[src/rtl/pdt_pkg.sv]
package pdt_pkg;
  // Which half of the count the read port returns
  typedef enum logic [1:0] {
    RD_NONE = 2'd0,
    RD_LO   = 2'd1,
    RD_HI   = 2'd2
  } rd_sel_e;
endpackage

[src/rtl/pdt_run_sync.sv]
module pdt_run_sync (
  input  logic clk,
  input  logic rst_n,
  input  logic tick_i,
  input  logic run_req_i,
  output logic fall_o,
  output logic running_o
);
  logic tick_q;
  logic running_q, running_d;

  assign fall_o = tick_q & ~tick_i;

  always_comb begin
    running_d = running_q;
    if (fall_o) running_d = run_req_i;
  end

  always_ff @(posedge clk or negedge rst_n) begin
    if (!rst_n) begin
      tick_q    <= 1'b0;
      running_q <= 1'b0;
    end else begin
      tick_q    <= tick_i;
      running_q <= running_d;
    end
  end

  assign running_o = running_q;

  assert_run_only_at_fall_R3: assert property (@(posedge clk) disable iff (!rst_n)
    !fall_o |=> $stable(running_o));
  assert_run_takes_req_R3: assert property (@(posedge clk) disable iff (!rst_n)
    fall_o |=> running_o == $past(run_req_i));
endmodule

[src/rtl/pdt_count.sv]
module pdt_count #(
  parameter int CNT_W = 8
) (
  input  logic             clk,
  input  logic             rst_n,
  input  logic             fall_i,
  input  logic             running_i,
  input  logic [CNT_W-1:0] reload_i,
  output logic [CNT_W-1:0] count_o,
  output logic             uf_o
);
  logic [CNT_W-1:0] cnt_q, cnt_d;
  logic             uf_q, uf_d;
  logic             step;

  assign step = fall_i & running_i;

  always_comb begin
    cnt_d = cnt_q;
    uf_d  = 1'b0;
    if (step) begin
      if (cnt_q == '0) begin
        cnt_d = reload_i;
        uf_d  = 1'b1;
      end else begin
        cnt_d = cnt_q - 1'b1;
      end
    end
  end

  always_ff @(posedge clk or negedge rst_n) begin
    if (!rst_n) begin
      cnt_q <= '0;
      uf_q  <= 1'b0;
    end else begin
      cnt_q <= cnt_d;
      uf_q  <= uf_d;
    end
  end

  assign count_o = cnt_q;
  assign uf_o    = uf_q;

  assert_idle_holds_R11: assert property (@(posedge clk) disable iff (!rst_n)
    !(fall_i && running_i) |=> $stable(count_o));
  assert_step_down_R4: assert property (@(posedge clk) disable iff (!rst_n)
    (fall_i && running_i && count_o != '0) |=> count_o == $past(count_o) - 1'b1);
  assert_reload_value_R6: assert property (@(posedge clk) disable iff (!rst_n)
    uf_o |-> count_o == $past(reload_i));
  assert_uf_one_cycle_R6: assert property (@(posedge clk) disable iff (!rst_n)
    uf_o |=> !uf_o);
endmodule

[src/rtl/pdt_read_hold.sv]
module pdt_read_hold
  import pdt_pkg::*;
#(
  parameter int CNT_W       = 8,
  parameter int HOLD_CYCLES = 24
) (
  input  logic             clk,
  input  logic             rst_n,
  input  logic             rd_lo_i,
  input  logic             rd_hi_i,
  input  logic [CNT_W-1:0] count_i,
  output logic [CNT_W/2-1:0] rd_data_o
);
  localparam int NIB_W = CNT_W / 2;
  localparam int TW    = $clog2(HOLD_CYCLES + 1);

  logic [TW-1:0]    tmr_q, tmr_d;
  logic [NIB_W-1:0] snap_q, snap_d;
  logic             hold_act;
  rd_sel_e          sel;

  assign hold_act = (tmr_q != '0);

  always_comb begin
    tmr_d  = hold_act ? tmr_q - 1'b1 : tmr_q;
    snap_d = snap_q;
    if (rd_lo_i) begin
      tmr_d  = TW'(HOLD_CYCLES);
      snap_d = count_i[CNT_W-1:NIB_W];
    end
  end

  always_ff @(posedge clk or negedge rst_n) begin
    if (!rst_n) begin
      tmr_q  <= '0;
      snap_q <= '0;
    end else begin
      tmr_q  <= tmr_d;
      snap_q <= snap_d;
    end
  end

  always_comb begin
    if (rd_lo_i)      sel = RD_LO;
    else if (rd_hi_i) sel = RD_HI;
    else              sel = RD_NONE;
  end

  always_comb begin
    case (sel)
      RD_LO:   rd_data_o = count_i[NIB_W-1:0];
      RD_HI:   rd_data_o = hold_act ? snap_q : count_i[CNT_W-1:NIB_W];
      default: rd_data_o = '0;
    endcase
  end

  assert_window_opens_R9: assert property (@(posedge clk) disable iff (!rst_n)
    rd_lo_i |=> hold_act);
  assert_window_cause_R10: assert property (@(posedge clk) disable iff (!rst_n)
    $rose(hold_act) |-> $past(rd_lo_i));
  assert_snap_kept_R9: assert property (@(posedge clk) disable iff (!rst_n)
    !rd_lo_i |=> $stable(snap_q));
endmodule

[src/rtl/prog_down_timer.sv]
module prog_down_timer #(
  parameter int CNT_W       = 8,
  parameter int HOLD_CYCLES = 24
) (
  input  logic             clk,
  input  logic             rst_n,
  input  logic             tick_i,
  input  logic             run_wr_i,
  input  logic             run_din_i,
  input  logic             reload_wr_i,
  input  logic [CNT_W-1:0] reload_din_i,
  input  logic             rd_lo_i,
  input  logic             rd_hi_i,
  output logic [CNT_W/2-1:0] rd_data_o,
  output logic             run_req_o,
  output logic             running_o,
  output logic             underflow_o
);
  logic [1:0]       rst_sync_q;
  logic             rst_n_s;
  logic             run_req_q, run_req_d;
  logic [CNT_W-1:0] reload_q, reload_d;
  logic [CNT_W-1:0] count;
  logic             fall;

  // Asynchronous assert, synchronous release
  always_ff @(posedge clk or negedge rst_n) begin
    if (!rst_n) rst_sync_q <= 2'b00;
    else        rst_sync_q <= {rst_sync_q[0], 1'b1};
  end
  assign rst_n_s = rst_sync_q[1];

  always_comb begin
    run_req_d = run_wr_i    ? run_din_i    : run_req_q;
    reload_d  = reload_wr_i ? reload_din_i : reload_q;
  end

  always_ff @(posedge clk or negedge rst_n_s) begin
    if (!rst_n_s) begin
      run_req_q <= 1'b0;
      reload_q  <= '0;
    end else begin
      run_req_q <= run_req_d;
      reload_q  <= reload_d;
    end
  end

  assign run_req_o = run_req_q;

  pdt_run_sync u_sync (
    .clk       (clk),
    .rst_n     (rst_n_s),
    .tick_i    (tick_i),
    .run_req_i (run_req_q),
    .fall_o    (fall),
    .running_o (running_o)
  );

  pdt_count #(.CNT_W(CNT_W)) u_count (
    .clk       (clk),
    .rst_n     (rst_n_s),
    .fall_i    (fall),
    .running_i (running_o),
    .reload_i  (reload_q),
    .count_o   (count),
    .uf_o      (underflow_o)
  );

  pdt_read_hold #(.CNT_W(CNT_W), .HOLD_CYCLES(HOLD_CYCLES)) u_read (
    .clk       (clk),
    .rst_n     (rst_n_s),
    .rd_lo_i   (rd_lo_i),
    .rd_hi_i   (rd_hi_i),
    .count_i   (count),
    .rd_data_o (rd_data_o)
  );

  assert_req_readback_R2: assert property (@(posedge clk) disable iff (!rst_n_s)
    run_wr_i |=> run_req_o == $past(run_din_i));
endmodule

[config.mk]
export PLATFORM = sky130hd
export DESIGN_NAME = prog_down_timer
export DESIGN_NICKNAME = d
export VERILOG_FILES = /design/src/rtl/pdt_pkg.sv /design/src/rtl/pdt_run_sync.sv /design/src/rtl/pdt_count.sv /design/src/rtl/pdt_read_hold.sv /design/src/rtl/prog_down_timer.sv
export SDC_FILE = /design/constraint.sdc
export NUM_CORES = 1
export LEC_CHECK = 0
export ABC_AREA = 1
export BUFFER_PORTS_ARGS = -buffer_cell sky130_fd_sc_hd__buf_2
export CAP_MARGIN = 15
export CORE_ASPECT_RATIO = 0.75
export CORE_UTILIZATION = 58
export CTS_BUF_LIST = sky130_fd_sc_hd__clkbuf_8
export CTS_CLUSTER_DIAMETER = 100
export DETAILED_ROUTE_END_ITERATION = 10
export PLACE_DENSITY = 0.78
export SLEW_MARGIN = 40
export SYNTH_ARGS = -nofsm -noshare
export SYNTH_HDL_FRONTEND = slang
export SYNTH_SLANG_ARGS = --single-unit
[constraint.sdc]
create_clock -name clk -period 1.7 [get_ports clk]
set_clock_uncertainty 0.1 [all_clocks]
set_input_delay 0.425 -clock clk [delete_from_list [all_inputs] [get_ports clk]]
set_output_delay 0.425 -clock clk [all_outputs]
set_load 0.03 [all_outputs]
==> flow_summary.json, run 1 <==
{
  "end_kind": "output port",
  "coreArea_um2": 2400,
  "vias": 1478,
  "cts_tree": "yes",
  "final_common_cell": "nand2_1",
  "clock_path_buffers": 2,
  "hold_path.class": "reg2async",
  "yosys-top-cells-area": "dfrtp_1 50%, nand2_1 13%, o21ai_0 7.5%, inv_1 7.1%, nand3_1 4.2%",
  "viasPerCell": 5.54,
  "syn_nets": 211,
  "dp.cells": 255,
  "die_x_um": 61.5,
  "ir_drop_mv": 0.933,
  "drive_gt1_share_pct": 29.6,
  "dieArea_um2": 2870,
  "syn_inst": 192,
  "post-route-period-util_pct": 121,
  "grt.overflow.total": 0,
  "syn_area_um2": 1540,
  "routedWlPerCell_um": 16.3,
  "max_cap_violations": 0,
  "drc": 0,
  "grt_max_degree": 22,
  "numCtsBuffers": 5,
  "worstPathRequired_ns": 1.17,
  "yosysTopAreaCellShare_pct": 50.4,
  "ff2ff_path_depth": 7,
  "slowest_stage": "dfrtp_1",
  "yosysUniqueCellTypes": 24,
  "worstSetupPathType": "reg2out",
  "run_status": "finished with violations",
  "report.final.slew_viol_count": 0,
  "design_power_total_mw": 3.07,
  "nNetsFinal": 251,
  "detailed_place.area_um2": 1780,
  "crit_path_max_incr_delay_ns": 0.40,
  "cp-start-kind": "flop",
  "cp_max_fo": 6,
  "final_util_pct": 84.4,
  "portBuffers": 22,
  "grt_pass1_vias": 1402,
  "final_cell_mix": "48 x nand2_1, 31 x dfrtp_1, 27 x inv_1",
  "finalHoldViolations": 0,
  "tns_ns": -1.40,
  "rsz0062_at_grt": "yes",
  "yosysSeqAreaShare_pct": 50.4,
  "stdcell_area_um2": 2030,
  "timing.rr.end": "u_count.count_o[2]",
  "synth_seq_cells": 31,
  "root_buffer": "clkbuf_8",
  "die_h_um": 46.6,
  "crit_chain": "inv_2, ha_4, nand3b_4, inv_6, nand2_2, nand3_1, o21ai_2, buf_6",
  "num_rows": 15,
  "setup_ws_ns": -0.360,
  "r2r_slack_ns": 0.10,
  "leakagePower_nw": 1.07,
  "fmax_ghz": 0.485,
  "final.min_clock_period_ns": 2.06,
  "r2r-start": "u_count.count_o[0]",
  "finalNonFillerCells": 267,
  "pre_cts_slack_ns": -0.162,
  "post-synth-top-area-cell": "dfrtp_1",
  "avgSynthCellArea_um2": 8.02,
  "dpl.hpwl_um": 2520,
  "detail-route-antenna-nets": 0,
  "track_usage_pct": 34.0,
  "clkTransAtPathRegs_ns": 0.07,
  "clock_latency_ns": 0.30,
  "worstPathArrival_ns": 1.54,
  "yosys_warnings": 0,
  "power_density_nw_per_um2": 1520,
  "violations": "negative setup slack",
  "grt_first_pass_wirelength_um": 6490,
  "clock_tree.htree_level_count": 2,
  "wl_um": 4360,
  "clkSinkCount": 31,
  "place_congestion": 0.891,
  "finalSetupViolCount": 4,
  "ios": 23,
  "drt-initial-drc-count": 137,
  "first_pass_iters": 4,
  "antenna_found_initial": 0,
  "worst_hold_slack_ns": 0.0822,
  "initial_utilization_pct": 64.1,
  "area.growth.synth_to_final_pct": 31.7,
  "num_antenna_cells": 0
}
==> synthesized netlist by cell type <==
library cell  count
nand2_1          53
mux2_2            2
a21oi_1           7
nand2_2           1
nand4_1           1
o21ai_0          23
ha_1              3
o21ai_2           1
inv_4             1
inv_2             1
nor2_2            1
a211oi_1          1
conb_1            1
o21ai_1           3
dfrtp_1          31
nand2_4           1
nor2_1           12
clkbuf_1          3
inv_1            29
o31ai_1           1
nand3_1          13
nor2_4            1
nand3b_2          1
nor2_8            1
==> worst max-delay path by stage <==
| stage | end | depth (start not counted) | start | slack (ns) |
|---|---|---|---|---|
| floorplan | rd_data_o[0] | 7 | u_read.tmr_q[0] | 0.01 |
| global placement | rd_data_o[3] | 8 | u_read.tmr_q[0] | -0.05 |
| detailed placement | rd_data_o[0] | 8 | u_read.tmr_q[0] | -0.16 |
| CTS | rd_data_o[2] | 8 | u_read.tmr_q[1] | -0.29 |
| global route | rd_data_o[1] | 8 | u_read.tmr_q[1] | -0.40 |
| finish | rd_data_o[2] | 8 | u_read.tmr_q[1] | -0.36 |
==> what timing repair did <==
action,in CTS,in global routing
gates resized for setup,19,7
buffers inserted,2,1
hold buffers,1,0
pin swaps,1,1
endpoints found under the setup margin,4,4
endpoints found under the hold margin,2,0
==> critical path: cells and delay by family, from the launching register on <==
family | cells | cell delay [ns]
AND/OR/NAND/NOR | 3 | 0.26
buffers and inverters | 3 | 0.36
adder cells (fa/ha/maj) | 1 | 0.15
flip-flops | 1 | 0.40
AO/OA/AOI/OAI | 1 | 0.07
==> cell families after synthesis <==
group	count (synthesis)	share of synthesized area (%)
compound gates	36	12.3
fa+ha+maj	3	2.44
buf+inv	34	8.45
flops	31	50.4
mux	2	1.46
other cells	1	0.243
simple gates	85	24.8
==> report_power, final <==
group	switching, mW	internal [mW]	total [mW]
registers	0.169	0.904	1.07
logic	0.788	0.435	1.22
clock network	0.304	0.474	0.778
==> metal layers <==
layer  track usage (%)  wire, um  up-vias
li1                  -         -      682
met4              17.3       129        0
met5                 0         0        -
met2              53.3      2180       66
met1              39.2      1790      713
met3              15.7       251       17
==> state kept, by name, indices dropped and copies added, names as in the netlist <==
| register | count |
|---|---|
| u_sync.running_o | 1 |
| u_count.count_o | 8 |
| rst_sync_q | 2 |
| u_sync.tick_q | 1 |
| u_count.uf_o | 1 |
| reload_q | 8 |
| u_read.tmr_q | 5 |
| run_req_o | 1 |
| u_read.snap_q | 4 |
==> layout make-up <==
cell class / instances / area (um^2)
Multi-Input combinational cell: 127 / 713
Fill cell: 141 / 374
Tap cell: 34 / 42.5
Timing Repair Buffer: 36 / 255
Sequential cell: 31 / 776
Inverter: 31 / 124
Clock buffer: 6 / 82.6
Clock inverter: 2 / 35.0
Note: power is estimated with default switching activity, not from simulation.
==> inputs of run 2 (changes only) <==
--- a/config.mk
+++ b/config.mk
@@ -12,8 +12,10 @@
 export CORE_UTILIZATION = 58
 export CTS_BUF_LIST = sky130_fd_sc_hd__clkbuf_8
 export CTS_CLUSTER_DIAMETER = 100
+export CTS_CLUSTER_SIZE = 10
 export DETAILED_ROUTE_END_ITERATION = 10
 export PLACE_DENSITY = 0.78
+export SETUP_SLACK_MARGIN = 0.5
 export SLEW_MARGIN = 40
 export SYNTH_ARGS = -nofsm -noshare
 export SYNTH_HDL_FRONTEND = slang
==> run 2 against run 1 <==
The flow now stops in global routing (5_1_grt). Synthesized cell count unchanged. Synthesized area unchanged.
==> flow_summary.json, run 2 <==
{
  "syn_inst": 192,
  "clkSinkCount": 31,
  "clock_path_buffers": 2,
  "ios": 23,
  "initial_utilization_pct": 64.1,
  "yosysSeqAreaShare_pct": 50.4,
  "place_congestion": 0.840,
  "dpl.hpwl_um": 2720,
  "die_h_um": 46.6,
  "clock_tree.htree_level_count": 2,
  "post-synth-top-area-cell": "dfrtp_1",
  "synth_seq_cells": 31,
  "yosys_most_used_dff": "dfrtp_1",
  "async_reset_ff_share_pct": 100,
  "yosysTopAreaCellShare_pct": 50.4,
  "endpoint_type": "primary output",
  "run_status": "did not finish",
  "num_rows": 15,
  "grt.overflow.total": 8,
  "grt_max_degree": 30,
  "track_usage_pct": 74.8,
  "numCtsBuffers": 5,
  "syn_area_um2": 1540,
  "avgSynthCellArea_um2": 8.02,
  "yosys-top-cells-area": "dfrtp_1 50%, nand2_1 13%, o21ai_0 7.5%, inv_1 7.1%, nand3_1 4.2%",
  "root_buffer": "clkbuf_8",
  "yosys_warnings": 0,
  "portBuffers": 22,
  "synth_common_cells": "53 x nand2_1, 31 x dfrtp_1, 29 x inv_1",
  "stop_stage": "global routing (5_1_grt)",
  "die_x_um": 61.5,
  "syn_nets": 211,
  "stop_error": "[ERROR GRT-0232] Routing congestion too high. Check the congestion heatmap in the GUI.",
  "yosysUniqueCellTypes": 24,
  "synth-edff-count": 0,
  "crit_endpoint": "rd_data_o[2]",
  "synth.most_common_cell": "nand2_1"
}
run 2: cell counts after synthesis:
No cell type changed its count.
run 2: kinds of logic after synthesis:
logic type,count (synthesis),share of synthesized area (%)
AOI/OAI and AO/OA,36,12.3
adders and majority gates,3,2.44
buffers and inverters,34,8.45
DFF,31,50.4
muxes,2,1.46
other,1,0.243
and+or+nand+nor,85,24.8
run 2: layer usage:
layer  track usage [%]  GRT overflow
met5              14.3             0
met4              79.1             6
met3              62.9             0
met2              88.0             2
met1              75.1             0
run 2: timing repair:
item | CTS
hold endpoints to repair | 2
endpoints found under the setup margin | 20
gates resized for setup | 34
buffers inserted | 7
pin swaps | 6
hold buffers | 1
cloned | 1
run 2: through the flow:
step	cell area, um^2	worst slack, ns	util, %	TNS [ns]	std cells
3_3_place_gp	1920	0.0218	79.8	0	256
3_5_place_dp	1920	-0.0479	79.8	-0.146	256
2_1_floorplan	1690	0.154	-	0	192
4_1_cts	2190	-0.290	91.3	-1.14	273
==> inputs of run 3 (changes only) <==
--- a/config.mk
+++ b/config.mk
@@ -8,14 +8,9 @@
 export ABC_AREA = 1
 export BUFFER_PORTS_ARGS = -buffer_cell sky130_fd_sc_hd__buf_2
 export CAP_MARGIN = 15
-export CORE_ASPECT_RATIO = 0.75
-export CORE_UTILIZATION = 58
-export CTS_BUF_LIST = sky130_fd_sc_hd__clkbuf_8
-export CTS_CLUSTER_DIAMETER = 100
-export CTS_CLUSTER_SIZE = 10
+export CORE_UTILIZATION = 40
 export DETAILED_ROUTE_END_ITERATION = 10
-export PLACE_DENSITY = 0.78
-export SETUP_SLACK_MARGIN = 0.5
+export PLACE_DENSITY_LB_ADDON = 0.15
 export SLEW_MARGIN = 40
 export SYNTH_ARGS = -nofsm -noshare
 export SYNTH_HDL_FRONTEND = slang
==> run 3 against run 2 <==
The flow now finishes, with violations (negative setup slack).
==> flow_summary.json, run 3 (synthesis gave the netlist of run 1 again) <==
{
  "finalNonFillerCells": 286,
  "clock_latency_ns": 0.28,
  "clkSinkCount": 31,
  "final_common_cell": "nand2_1",
  "worstSetupPathType": "reg2out",
  "worst_hold_slack_ns": 0.0908,
  "final.min_clock_period_ns": 1.96,
  "first_pass_iters": 4,
  "dr.max_layer_used": "met4",
  "viasPerCell": 4.79,
  "drt-initial-drc-count": 127,
  "detail-route-antenna-nets": 0,
  "nNetsFinal": 256,
  "clock_tree.htree_level_count": 2,
  "power_density_nw_per_um2": 1360,
  "clock_path_buffers": 2,
  "ir_drop_mv": 0.798,
  "leakagePower_nw": 1.07,
  "vias": 1371,
  "portBuffers": 22,
  "antenna_found_initial": 0,
  "wl_met2_um": 1660,
  "worstPathRequired_ns": 1.17,
  "slowest_stage": "dfrtp_1",
  "dp.cells": 273,
  "regArea_um2": 776,
  "cp-start-kind": "flop",
  "num_rows": 22,
  "die_x_um": 64.1,
  "ios": 23,
  "end_kind": "output port",
  "crit_chain": "inv_2, ha_4, nand3b_4, nand2_1, nand3_2, o21ai_2, buf_6",
  "initial_utilization_pct": 41.8,
  "wl_met1_um": 1560,
  "numCtsBuffers": 5,
  "cp_max_fo": 6,
  "track_usage_pct": 19.3,
  "routedWlPerCell_um": 11.8,
  "wl_met3_um": 103,
  "run_status": "finished with violations",
  "area.growth.synth_to_final_pct": 31.6,
  "drc": 0,
  "drive_gt1_share_pct": 30.3,
  "setup_ws_ns": -0.264,
  "clkTransAtPathRegs_ns": 0.07,
  "coreArea_um2": 3690,
  "fmax_ghz": 0.509,
  "fill_cells": 352,
  "post-route-period-util_pct": 116,
  "hold_path.class": "reg2async",
  "grt_first_pass_wirelength_um": 6040,
  "dieArea_um2": 4100,
  "wl_um": 3380,
  "num_antenna_cells": 0,
  "worstPathArrival_ns": 1.44,
  "grt.overflow.total": 0,
  "crit_path_max_incr_delay_ns": 0.39,
  "place_congestion": 0.877,
  "die_h_um": 64.1,
  "max_cap_violations": 0,
  "r2r_slack_ns": 0.18,
  "dpl.hpwl_um": 2520,
  "violations": "negative setup slack",
  "grt_max_degree": 19,
  "root_buffer": "clkbuf_8",
  "multi_input_area_um2": 701,
  "rsz0062_at_grt": "yes",
  "report.final.slew_viol_count": 0,
  "grt_pass1_vias": 1397,
  "finalHoldViolations": 0,
  "final_cell_mix": "52 x nand2_1, 31 x dfrtp_1, 27 x inv_1",
  "cts_tree": "yes",
  "finalSetupViolCount": 4
}
## run 3: final cells by class
type	count	area share (%)
flip-flops and latches	31	38.3
multi-input cells	127	34.6
repair buffers	41	13.8
inverters	31	5.99
clock buffers	5	3.40
well taps	48	2.96
clock inverters	3	0.988
## run 3: path summary, 6_finish.rpt
kind                                          from            endpoint  depth (start not counted)
worst max-delay path               u_read.tmr_q[1]        rd_data_o[2]                          7
worst min-delay path                 rst_sync_q[1]        u_count.uf_o                          1
worst max register to register  u_count.count_o[0]  u_count.count_o[2]                          7
worst min register to register       rst_sync_q[1]        u_count.uf_o                          1
max in group asynchronous                    rst_n       rst_sync_q[0]                          2
min in group clk                            tick_i       u_sync.tick_q                          1
## run 3: report_power, final
group          internal [mW]  leakage, nW  switching [mW]
combinational          0.440        0.646           0.702
sequential             0.904        0.380           0.147
clock                  0.284       0.0402           0.282
total                   1.63         1.07            1.13
## run 3: per-stage QoR
stage / area (um^2) / util [%] / setup WS [ns] / power (mW) / setup TNS (ns)
2_1_floorplan: 1560 / - / 0.0132 / 1.81 / 0
3_3_place_gp: 1820 / 49.3 / -0.0258 / 2.07 / -0.0613
4_1_cts: 2000 / 54.2 / -0.257 / 2.76 / -1.02
5_1_grt: 2030 / 55.0 / -0.349 / 2.98 / -1.36
6_report: 2030 / 55.0 / -0.264 / 2.76 / -1.03
3_5_place_dp: 1820 / 49.3 / -0.0880 / 2.11 / -0.312
## run 3: repair_timing
item | 4_1_cts | 5_1_grt
setup endpoints to repair | 4 | 4
endpoints found under the hold margin | 2 | 0
setup buffers | 3 | 1
hold buffers | 1 | 0
pin swaps | 1 | 1
resized for setup | 17 | 4
## run 3: routing by layer
metal,global-route usage (%),vias to the layer above
met5,0,-
met1,24.2,636
li1,-,698
met3,4.64,6
met2,31.4,31
met4,8.24,0
## run 3: critical path: cells and delay by family (launching register included)
family,cells,cell delay [ns]
and+or+nand+nor,3,0.30
buffers and inverters,2,0.23
adders and majority gates,1,0.15
AOI/OAI and AO/OA,1,0.09
DFF,1,0.39
